==> src/rtl/i2c_clk_pkg.sv <==
package i2c_clk_pkg;
   typedef enum logic {PH_LOW = 1'b0, PH_HIGH = 1'b1} scl_phase_e;
endpackage

==> src/rtl/scl_prescaler.sv <==
module scl_prescaler #(
   parameter int PRESC_W = 5
) (
   input  logic             clk,
   input  logic             rst_n,
   input  logic [PRESC_W:0] divisor,
   output logic             tick
);
   logic [PRESC_W-1:0] cnt;
   logic [PRESC_W:0]   cnt_ext;

   assign cnt_ext = {1'b0, cnt};
   // wraps even if a smaller divisor was loaded while the count was high
   assign tick    = (cnt_ext >= divisor - 1'b1);

   always_ff @(posedge clk or negedge rst_n) begin
      if (!rst_n)    cnt <= '0;
      else if (tick) cnt <= '0;
      else           cnt <= cnt + 1'b1;
   end
endmodule

==> src/rtl/scl_noise_filter.sv <==
module scl_noise_filter (
   input  logic clk,
   input  logic rst_n,
   input  logic tick,
   input  logic line_raw,
   output logic line_flt
);
   logic cand;

   always_ff @(posedge clk or negedge rst_n) begin
      if (!rst_n) begin
         cand     <= 1'b1;
         line_flt <= 1'b1;
      end else if (tick) begin
         cand <= line_raw;
         if (line_raw == cand) line_flt <= line_raw;
      end
   end


   flt_moves_on_tick_chk: assert property (@(posedge clk) disable iff (!rst_n)
      !$stable(line_flt) |-> $past(tick));
endmodule

==> src/rtl/scl_phase_gen.sv <==
module scl_phase_gen
   import i2c_clk_pkg::*;
#(
   parameter int DIV_W     = 3,
   parameter int HALF_BASE = 8
) (
   input  logic             clk,
   input  logic             rst_n,
   input  logic             enable,
   input  logic             tick,
   input  logic [DIV_W-1:0] n_sel,
   input  logic             line_hi,
   output logic             drive_low
);
   localparam int HALF_W = (1 << DIV_W) + 1;

   scl_phase_e        phase;
   logic [HALF_W-1:0] cnt;
   logic [HALF_W-1:0] half_len;
   logic [DIV_W:0]    shamt;
   logic              last;

   assign shamt     = {1'b0, n_sel} + 1'b1;
   assign half_len  = HALF_W'(HALF_BASE) + (HALF_W'(1) << shamt);
   assign last      = (cnt == half_len - 1'b1);
   assign drive_low = enable && (phase == PH_LOW);

   always_ff @(posedge clk or negedge rst_n) begin
      if (!rst_n) begin
         phase <= PH_LOW;
         cnt   <= '0;
      end else if (!enable) begin
         phase <= PH_LOW;
         cnt   <= '0;
      end else if (tick) begin
         if (!last) begin
            cnt <= cnt + 1'b1;
         end else if (phase == PH_LOW) begin
            phase <= PH_HIGH;
            cnt   <= '0;
         end else if (line_hi) begin
            phase <= PH_LOW;
            cnt   <= '0;
         end
      end
   end


   phase_edge_on_tick_chk: assert property (@(posedge clk) disable iff (!rst_n)
      ($past(enable) && !$stable(phase)) |-> $past(tick));

   high_ends_when_seen_chk: assert property (@(posedge clk) disable iff (!rst_n)
      ($past(enable) && $past(phase) == PH_HIGH && phase == PH_LOW) |-> $past(line_hi));

   idle_clears_chk: assert property (@(posedge clk) disable iff (!rst_n)
      !enable |=> (cnt == '0 && phase == PH_LOW));
endmodule

==> src/rtl/i2c_scl_clkgen.sv <==
module i2c_scl_clkgen #(
   parameter int PRESC_W     = 5,
   parameter int DIV_W       = 3,
   parameter int HALF_BASE   = 8,
   parameter int SYNC_STAGES = 0
) (
   input  logic               clk,
   input  logic               rst_n,
   input  logic [PRESC_W-1:0] presc_code,
   input  logic [DIV_W-1:0]   div_sel,
   input  logic               xfer_active,
   input  logic               scl_in,
   output logic               scl_drive_low,
   output logic               presc_tick
);
   localparam logic [PRESC_W:0] P_MAX = (PRESC_W+1)'(1) << PRESC_W;

   initial begin
      assert (PRESC_W >= 1 && PRESC_W <= 8) else $fatal(1, "PRESC_W out of range");
      assert (DIV_W >= 1 && DIV_W <= 4)     else $fatal(1, "DIV_W out of range");
      assert (HALF_BASE >= 2)               else $fatal(1, "HALF_BASE too small");
      assert (SYNC_STAGES >= 0)             else $fatal(1, "SYNC_STAGES negative");
   end

   logic [PRESC_W:0]   p_sh;
   logic [DIV_W-1:0]   n_sh;
   logic [PRESC_W:0]   p_dec;
   logic               scl_sync;
   logic               scl_flt;

   assign p_dec = (presc_code == '0) ? P_MAX : {1'b0, presc_code};

   always_ff @(posedge clk or negedge rst_n) begin
      if (!rst_n) begin
         p_sh <= (PRESC_W+1)'(1);
         n_sh <= '0;
      end else if (!xfer_active) begin
         p_sh <= p_dec;
         n_sh <= div_sel;
      end
   end

   generate
      if (SYNC_STAGES == 0) begin : g_nosync
         assign scl_sync = scl_in;
      end else begin : g_sync
         logic [SYNC_STAGES-1:0] sr;
         always_ff @(posedge clk or negedge rst_n) begin
            if (!rst_n) sr <= '1;
            else        sr <= {sr[SYNC_STAGES-2+((SYNC_STAGES==1)?1:0):0], scl_in};
         end
         assign scl_sync = sr[SYNC_STAGES-1];
      end
   endgenerate

   scl_prescaler #(.PRESC_W(PRESC_W)) u_presc (
      .clk(clk), .rst_n(rst_n), .divisor(p_sh), .tick(presc_tick));

   scl_noise_filter u_flt (
      .clk(clk), .rst_n(rst_n), .tick(presc_tick),
      .line_raw(scl_sync), .line_flt(scl_flt));

   scl_phase_gen #(.DIV_W(DIV_W), .HALF_BASE(HALF_BASE)) u_phase (
      .clk(clk), .rst_n(rst_n), .enable(xfer_active), .tick(presc_tick),
      .n_sel(n_sh), .line_hi(scl_flt), .drive_low(scl_drive_low));


   shadow_hold_chk: assert property (@(posedge clk) disable iff (!rst_n)
      (xfer_active && $past(xfer_active)) |-> ($stable(p_sh) && $stable(n_sh)));
endmodule

==> config.mk <==
export PLATFORM = sky130hd
export DESIGN_NAME = i2c_scl_clkgen
export DESIGN_NICKNAME = d
export VERILOG_FILES = /design/src/rtl/i2c_clk_pkg.sv /design/src/rtl/scl_prescaler.sv /design/src/rtl/scl_noise_filter.sv /design/src/rtl/scl_phase_gen.sv /design/src/rtl/i2c_scl_clkgen.sv
export SDC_FILE = /design/constraint.sdc
export NUM_CORES = 1
export LEC_CHECK = 0
export BUFFER_PORTS_ARGS = -buffer_cell sky130_fd_sc_hd__buf_2
export CAP_MARGIN = 20
export CORE_MARGIN = 1.5
export CORE_UTILIZATION = 49
export DETAILED_ROUTE_END_ITERATION = 8
export GPL_TIMING_DRIVEN = 0
export HOLD_SLACK_MARGIN = 0.12
export PLACE_DENSITY = 0.68
export RECOVER_POWER = 25
export SYNTH_ARGS = -nofsm -noshare
export SYNTH_HDL_FRONTEND = slang
export SYNTH_SLANG_ARGS = --single-unit
==> constraint.sdc <==
create_clock -name clk -period 3.5 [get_ports clk]
set_input_delay 0.35 -clock clk [delete_from_list [all_inputs] [get_ports clk]]
set_output_delay 0.35 -clock clk [all_outputs]
set_load 0.02 [all_outputs]
==> flow_summary.yaml, run 1 <==
status:
  status: "finished clean"
clocking:
  tritoncts: "yes"
  cts_resized: 0
  clock_path_buffers: 2
  insertion_delay_ns: 0.32
  cts_setup_buffers: 0
  clkSlewWorstSetupHoldPaths_ns: 0.14
  cts_sinks: 26
  cts_buffers: 3
  cts-root-buf: "clkbuf_4"
  cts.htree.levels: 1
synth:
  synthTopCellsByArea: "dfrtp_1 35%, ha_1 6.9%, mux2_2 5.5%, dfstp_2 4.8%, nor2_1 4.6%"
  yosysWarningCount: 0
  synth_edf_count: 0
  syn_area_mm2: 0.00164
  ys.flop_type: "dfrtp_1"
  yosys.cell_types.count: 47
  synthesis.nets: 193
  yosys.area.top_type: "dfrtp_1"
  yosysTopAreaCellShare: 0.351
  ys_seq_area_frac: 0.399
  async_reset_ff_frac: 1.00
  synth_seq_cells: 26
  syn_area_per_cell_um2: 9.53
  syn_inst: 172
power_and_ir_drop:
  power_frac_comb: 0.361
  netSwitchingPower_w: 0.000338
  clkPwrFrac: 0.170
  ir_worst_vdd_mv: 0.297
  p_sw_frac: 0.373
  p_int_w: 0.000569
  p_seq_frac: 0.469
  finalPower_w: 0.000908
  powerDensity_mw_per_mm2: 503
  leakagePower_nw: 0.777
routing:
  vias: 1316
  route.detailed.drc: 0
  drtPass1Iterations: 4
  via_per_inst: 5.62
  wl_per_cell_um: 13.8
  drt_wl_total_um: 3230
  ant_nets: 0
  drtIter0Drc: 86
layout:
  diodes: 0
  utilization: 0.581
  area_growth_pct: 10.1
  multi_input_area_um2: 903
  drive_gt1_frac: 0.216
  mostFrequentLayoutCells: "23 x dfrtp_1, 20 x nor2_1, 15 x nand2_1"
  final_common_cell: "dfrtp_1"
  nNetsFinal: 212
  seq_area_um2: 654
  fill_cells: 294
placed_design:
  dpl_worst_slack_ns: 0.397
  place_hpwl_um: 2470
  port_buffers: 13
  gp_congestion: 0.788
floorplanning:
  io_pins: 14
  die_h_um: 60.8
  die_w_um: 60.8
  num_rows: 20
  core_mm2: 0.00310
  start_util: 0.528
  dieArea_mm2: 0.00370
global_routing:
  grt_pass1_wl_um: 5690
  grt_overflow: 0
  gr-usage-all-layers: 0.205
  grt_pass1_vias: 1262
  grt_start_max_net_pins: 27
  antenna_found_initial: 0
setup_path:
  endpoint_kind: "output port"
  cp_top_family: "buffers and inverters"
  cp.arrival_ns: 2.85
  critPathBufInv: 4
  critPathMaxFanout: 10
  path_class: "flop to output port"
  worstPathRequired_ns: 3.15
  critPathMaxStageDelay_ns: 0.56
  path_cells: "inv_1 > ha_1 > nand2_1 > xor2_1 > ha_1 > o211ai_1 > o21ai_0 > nand2_1 > inv_1 > buf_1 > buf_2"
  crit_slowest_cell: "dfstp_2"
  crit_path_start_kind: "flop"
worst_hold_path:
  hold_path.class: "input port to flop"
sta:
  maxClockFrequency_mhz: 313
  hold_viol_final: 0
  fin_ws_ns: 0.301
  clock_skew_ns: 0.00728
  max-slew-margin-rel: 0.0669
  rsz0062_at_grt: "false"
  tightest_slew_ns: 1.40
  post-route-min-period_ns: 3.20
  tns_ns: 0
  period_share: 0.914
  timing.hold.ws_ns: 0.203
  maxSlewViolCount: 0
  setup_viol: 0
run:
  max_cap_violations: 0
==> Yosys cell counts, types with 2 or more instances <==
cell / count
dfstp_2: 3
buf_2: 2
clkbuf_1: 2
nor2_1: 20
nand3_1: 7
a221o_1: 6
nand2_1: 15
a31oi_1: 3
inv_1: 10
mux2_2: 8
nor3_1: 9
nand2b_1: 2
a21oi_1: 6
xnor2_1: 5
dfrtp_1: 23
nand3b_1: 2
o21ai_0: 6
ha_1: 9
xor2_1: 5
or3_1: 2
==> routing by layer <==
layer	vias up	wire length (um)	global-route usage
met1	629	1480	0.281
met5	-	0	0
met4	0	19	0.0404
li1	650	-	-
met2	35	1550	0.330
met3	2	176	0.0512
==> area by class of cell <==
| class | count | area share |
|---|---|---|
| multi-input combinational | 128 | 0.501 |
| sequential | 26 | 0.363 |
| timing repair buffer | 14 | 0.0409 |
| tap | 44 | 0.0305 |
| inverter | 11 | 0.0229 |
| buffer | 7 | 0.0222 |
| clock buffer | 4 | 0.0201 |
==> per-stage QoR <==
step | cell area [um2] | std cells
after global routing | 1800 | 234
after CTS | 1810 | 234
final | 1800 | 234
after detailed placement | 1760 | 229
after floorplan | 1640 | 172
after global placement | 1760 | 229
==> power groups by stage <==
stage / registers (W) / logic, W / clock network (W)
global placement: 0.000427 / 0.000312 / 0
floorplan: 0.000412 / 0.000257 / 0
global route: 0.000432 / 0.000380 / 0.000174
detailed placement: 0.000430 / 0.000328 / 0
CTS: 0.000425 / 0.000330 / 0.000160
finish: 0.000426 / 0.000328 / 0.000154
==> cell families (layout without fill, tap and decap cells) <==
kind of cell / Yosys count / after routing / synth area share
XOR/XNOR: 10 / 10 / 0.0534
AO/OA/AOI/OAI: 31 / 31 / 0.153
other: 1 / 1 / 0.00229
buffers and inverters: 18 / 36 / 0.0496
AND/OR/NAND/NOR: 69 / 69 / 0.219
adder cells (fa/ha/maj): 9 / 9 / 0.0687
flip-flops: 26 / 26 / 0.399
multiplexers: 8 / 8 / 0.0550
==> flip-flops by register name, indices dropped and copies added (netlist names) <==
signal	flops
u_flt.cand	1
n_sh	3
u_phase.phase	1
u_phase.cnt	9
p_sh	6
u_presc.cnt	5
u_flt.line_flt	1
==> worst paths after layout <==
path,from,to,slack [ns],cells after the start
min in group asynchronous,rst_n,u_phase.cnt[4],0.86,2
min reg2reg,u_flt.cand,u_flt.line_flt,0.49,2
max in group asynchronous,rst_n,u_presc.cnt[3],1.83,2
max,p_sh[0],presc_tick,0.30,11
max reg2reg,n_sh[1],u_phase.cnt[8],0.36,9
min,presc_code[0],p_sh[5],0.20,2
==> timing repair <==
item | 4_1_cts | 5_1_grt
endpoints found under the hold margin | 23 | 0
endpoints found under the setup margin | 0 | 0
hold buffers | 1 | 0
(Power assumes the default switching activity.)
==> inputs of run 2 (changes only) <==
Settings changed: ABC_AREA set to 1, CORE_ASPECT_RATIO set to 0.9, PLACE_DENSITY 0.68 to 0.67.
==> flow_summary.yaml, run 2 <==
status:
  status: "finished clean"
setup_path:
  cp.arrival_ns: 2.38
  worstPathRequired_ns: 3.15
  critPathMaxFanout: 7
  crit_path_start_kind: "flop"
  cp_common_cell: "nand2_1"
  critPathMaxStageDelay_ns: 0.54
  cp-startpoint: "p_sh[0]"
  path_class: "flop to output port"
  path_cells: "inv_1 > ha_1 > nand2_1 > xor2_1 > ha_1 > a21oi_1 > nand2_1 > nand2_1 > inv_1 > buf_2"
  reg2reg_from: "p_sh[0]"
  endpoint_kind: "output port"
  crit_slowest_cell: "dfstp_2"
global_routing:
  grt_start_max_net_pins: 27
  grt_pass1_wl_um: 6580
  antenna_found_initial: 0
  grt_overflow: 0
  gr-usage-all-layers: 0.214
  grt_pass1_vias: 1479
layout:
  top_regs: "u_phase.cnt: 9 flops, p_sh: 6 flops, u_presc.cnt: 5 flops"
  area_growth_pct: 9.54
  largest_register_ffs: 9
  drive_gt1_frac: 0.181
  diodes: 0
  mostFrequentLayoutCells: "53 x nand2_1, 31 x inv_1, 26 x nand3_1"
  final_common_cell: "nand2_1"
  regMostFlops: "u_phase.cnt"
  nNetsFinal: 281
routing:
  ant_nets: 0
  wl_per_cell_um: 12.0
  vias: 1568
  route.detailed.drc: 0
  drt_wl_total_um: 3640
  drtPass1Iterations: 4
  drtIter0Drc: 96
  via_per_inst: 5.17
synth:
  yosysWarningCount: 0
  syn_area_mm2: 0.00181
  yosys.area.top_type: "dfrtp_1"
  yosysTopAreaCellShare: 0.318
  synthesis.nets: 262
  syn_inst: 241
  synthTopCellsByArea: "dfrtp_1 32%, nand2_1 11%, nand3_1 7.2%, inv_1 6.4%, ha_1 6.2%"
  synth_seq_cells: 26
  ys_seq_area_frac: 0.361
  yosys.cell_types.count: 35
  synth_common_cells: "53 x nand2_1, 31 x inv_1, 26 x nand3_1"
  post-synth-top-count-cell: "nand2_1"
  ys.flop_type: "dfrtp_1"
  async_reset_ff_frac: 1.00
  syn_area_per_cell_um2: 7.51
  synth_edf_count: 0
clocking:
  cts_buffers: 3
  clkSlewWorstSetupHoldPaths_ns: 0.09
  insertion_delay_ns: 0.27
  tritoncts: "yes"
  cts-root-buf: "clkbuf_8"
  clock_path_buffers: 2
  cts.htree.levels: 1
  cts_sinks: 26
power_and_ir_drop:
  powerDensity_mw_per_mm2: 518
  ir_worst_vdd_mv: 0.469
  leakagePower_nw: 1.01
placed_design:
  port_buffers: 13
  place_hpwl_um: 2800
  gp_congestion: 0.880
floorplanning:
  start_util: 0.524
  die_w_um: 67.1
  io_pins: 14
  dieArea_mm2: 0.00407
  die_h_um: 60.7
  num_rows: 20
  core_mm2: 0.00345
sta:
  max-slew-margin-rel: 0.0396
  maxClockFrequency_mhz: 366
  hold_viol_final: 0
  rsz0062_at_grt: "false"
  timing.hold.ws_ns: 0.277
  period_share: 0.781
  clock_skew_ns: 0.0116
  tightest_slew_ns: 1.44
  setup_viol: 0
  maxSlewViolCount: 0
  post-route-min-period_ns: 2.73
  tns_ns: 0
worst_hold_path:
  worstHoldStart: "div_sel[1]"
  hold_path.class: "input port to flop"
run:
  max_cap_violations: 0
run 2: per-stage QoR:
stage                util  cell area (um2)  instances  setup WS [ns]  power, W
floorplan               -             1810        241           1.37  0.000762
global placement    0.559             1930        298           1.10  0.000853
detailed placement  0.559             1930        298           1.09  0.000859
CTS                 0.575             1990        303          0.766   0.00104
global route        0.574             1980        303          0.665   0.00113
finish              0.574             1980        303          0.765   0.00103
run 2: worst max-delay path, delay by kind of cell, from the launching register on:
kind            cells  cell delay [ns]
fa+ha+maj           2             0.50
buf+inv             3             0.41
compound gates      1             0.15
flops               1             0.54
xor+xnor            1             0.19
simple gates        3             0.31
run 2: area by class of cell:
class	instances	area (um2)
inverter	34	130
fill	322	1470
tap	44	55.1
sequential	26	654
timing repair buffer	14	72.6
multi-input combinational	175	981
clock buffer	4	45.0
buffer	6	45.0
run 2: final timing paths:
| check | end | slack [ns] | cells after the start |
|---|---|---|---|
| max reg2reg | u_phase.cnt[0] | 1.07 | 13 |
| min reg2reg | u_presc.cnt[0] | 0.50 | 1 |
| max in group asynchronous | u_phase.cnt[3] | 1.72 | 2 |
| min | n_sh[1] | 0.28 | 3 |
| min in group asynchronous | u_phase.cnt[5] | 0.94 | 2 |
| max | presc_tick | 0.77 | 10 |
run 2: logic make-up (layout without fill, tap and decap cells):
group | after synthesis | count (layout) | synth area share
simple gates | 134 | 134 | 0.353
compound gates | 21 | 21 | 0.0760
xor+xnor | 10 | 10 | 0.0484
fa+ha+maj | 9 | 9 | 0.0622
other cells | 1 | 1 | 0.00207
buf+inv | 40 | 58 | 0.0968
flops | 26 | 26 | 0.361
run 2: power breakdown:
part / total [W] / internal [W] / leakage, nW / switching (W)
combinational: 0.000415 / 0.000163 / 0.657 / 0.000252
clock: 0.000175 / 0.0000815 / 0.0228 / 0.0000934
sequential: 0.000437 / 0.000374 / 0.332 / 0.0000630
total: 0.00103 / 0.000619 / 1.01 / 0.000408
run 2: what timing repair did:
action                    CTS  global route
gates resized for setup     0             0
hold buffers                1             0
buffers inserted            0             0
hold endpoints to repair   23             0
run 2: metal layers:
| metal | up-vias | share of wire | global-route usage |
|---|---|---|---|
| li1 | 815 | - | - |
| met1 | 726 | 0.54 | 0.306 |
| met2 | 23 | 0.42 | 0.339 |
| met3 | 4 | 0.031 | 0.0408 |
| met4 | 0 | 0.0085 | 0.0466 |
| met5 | - | 0 | 0 |
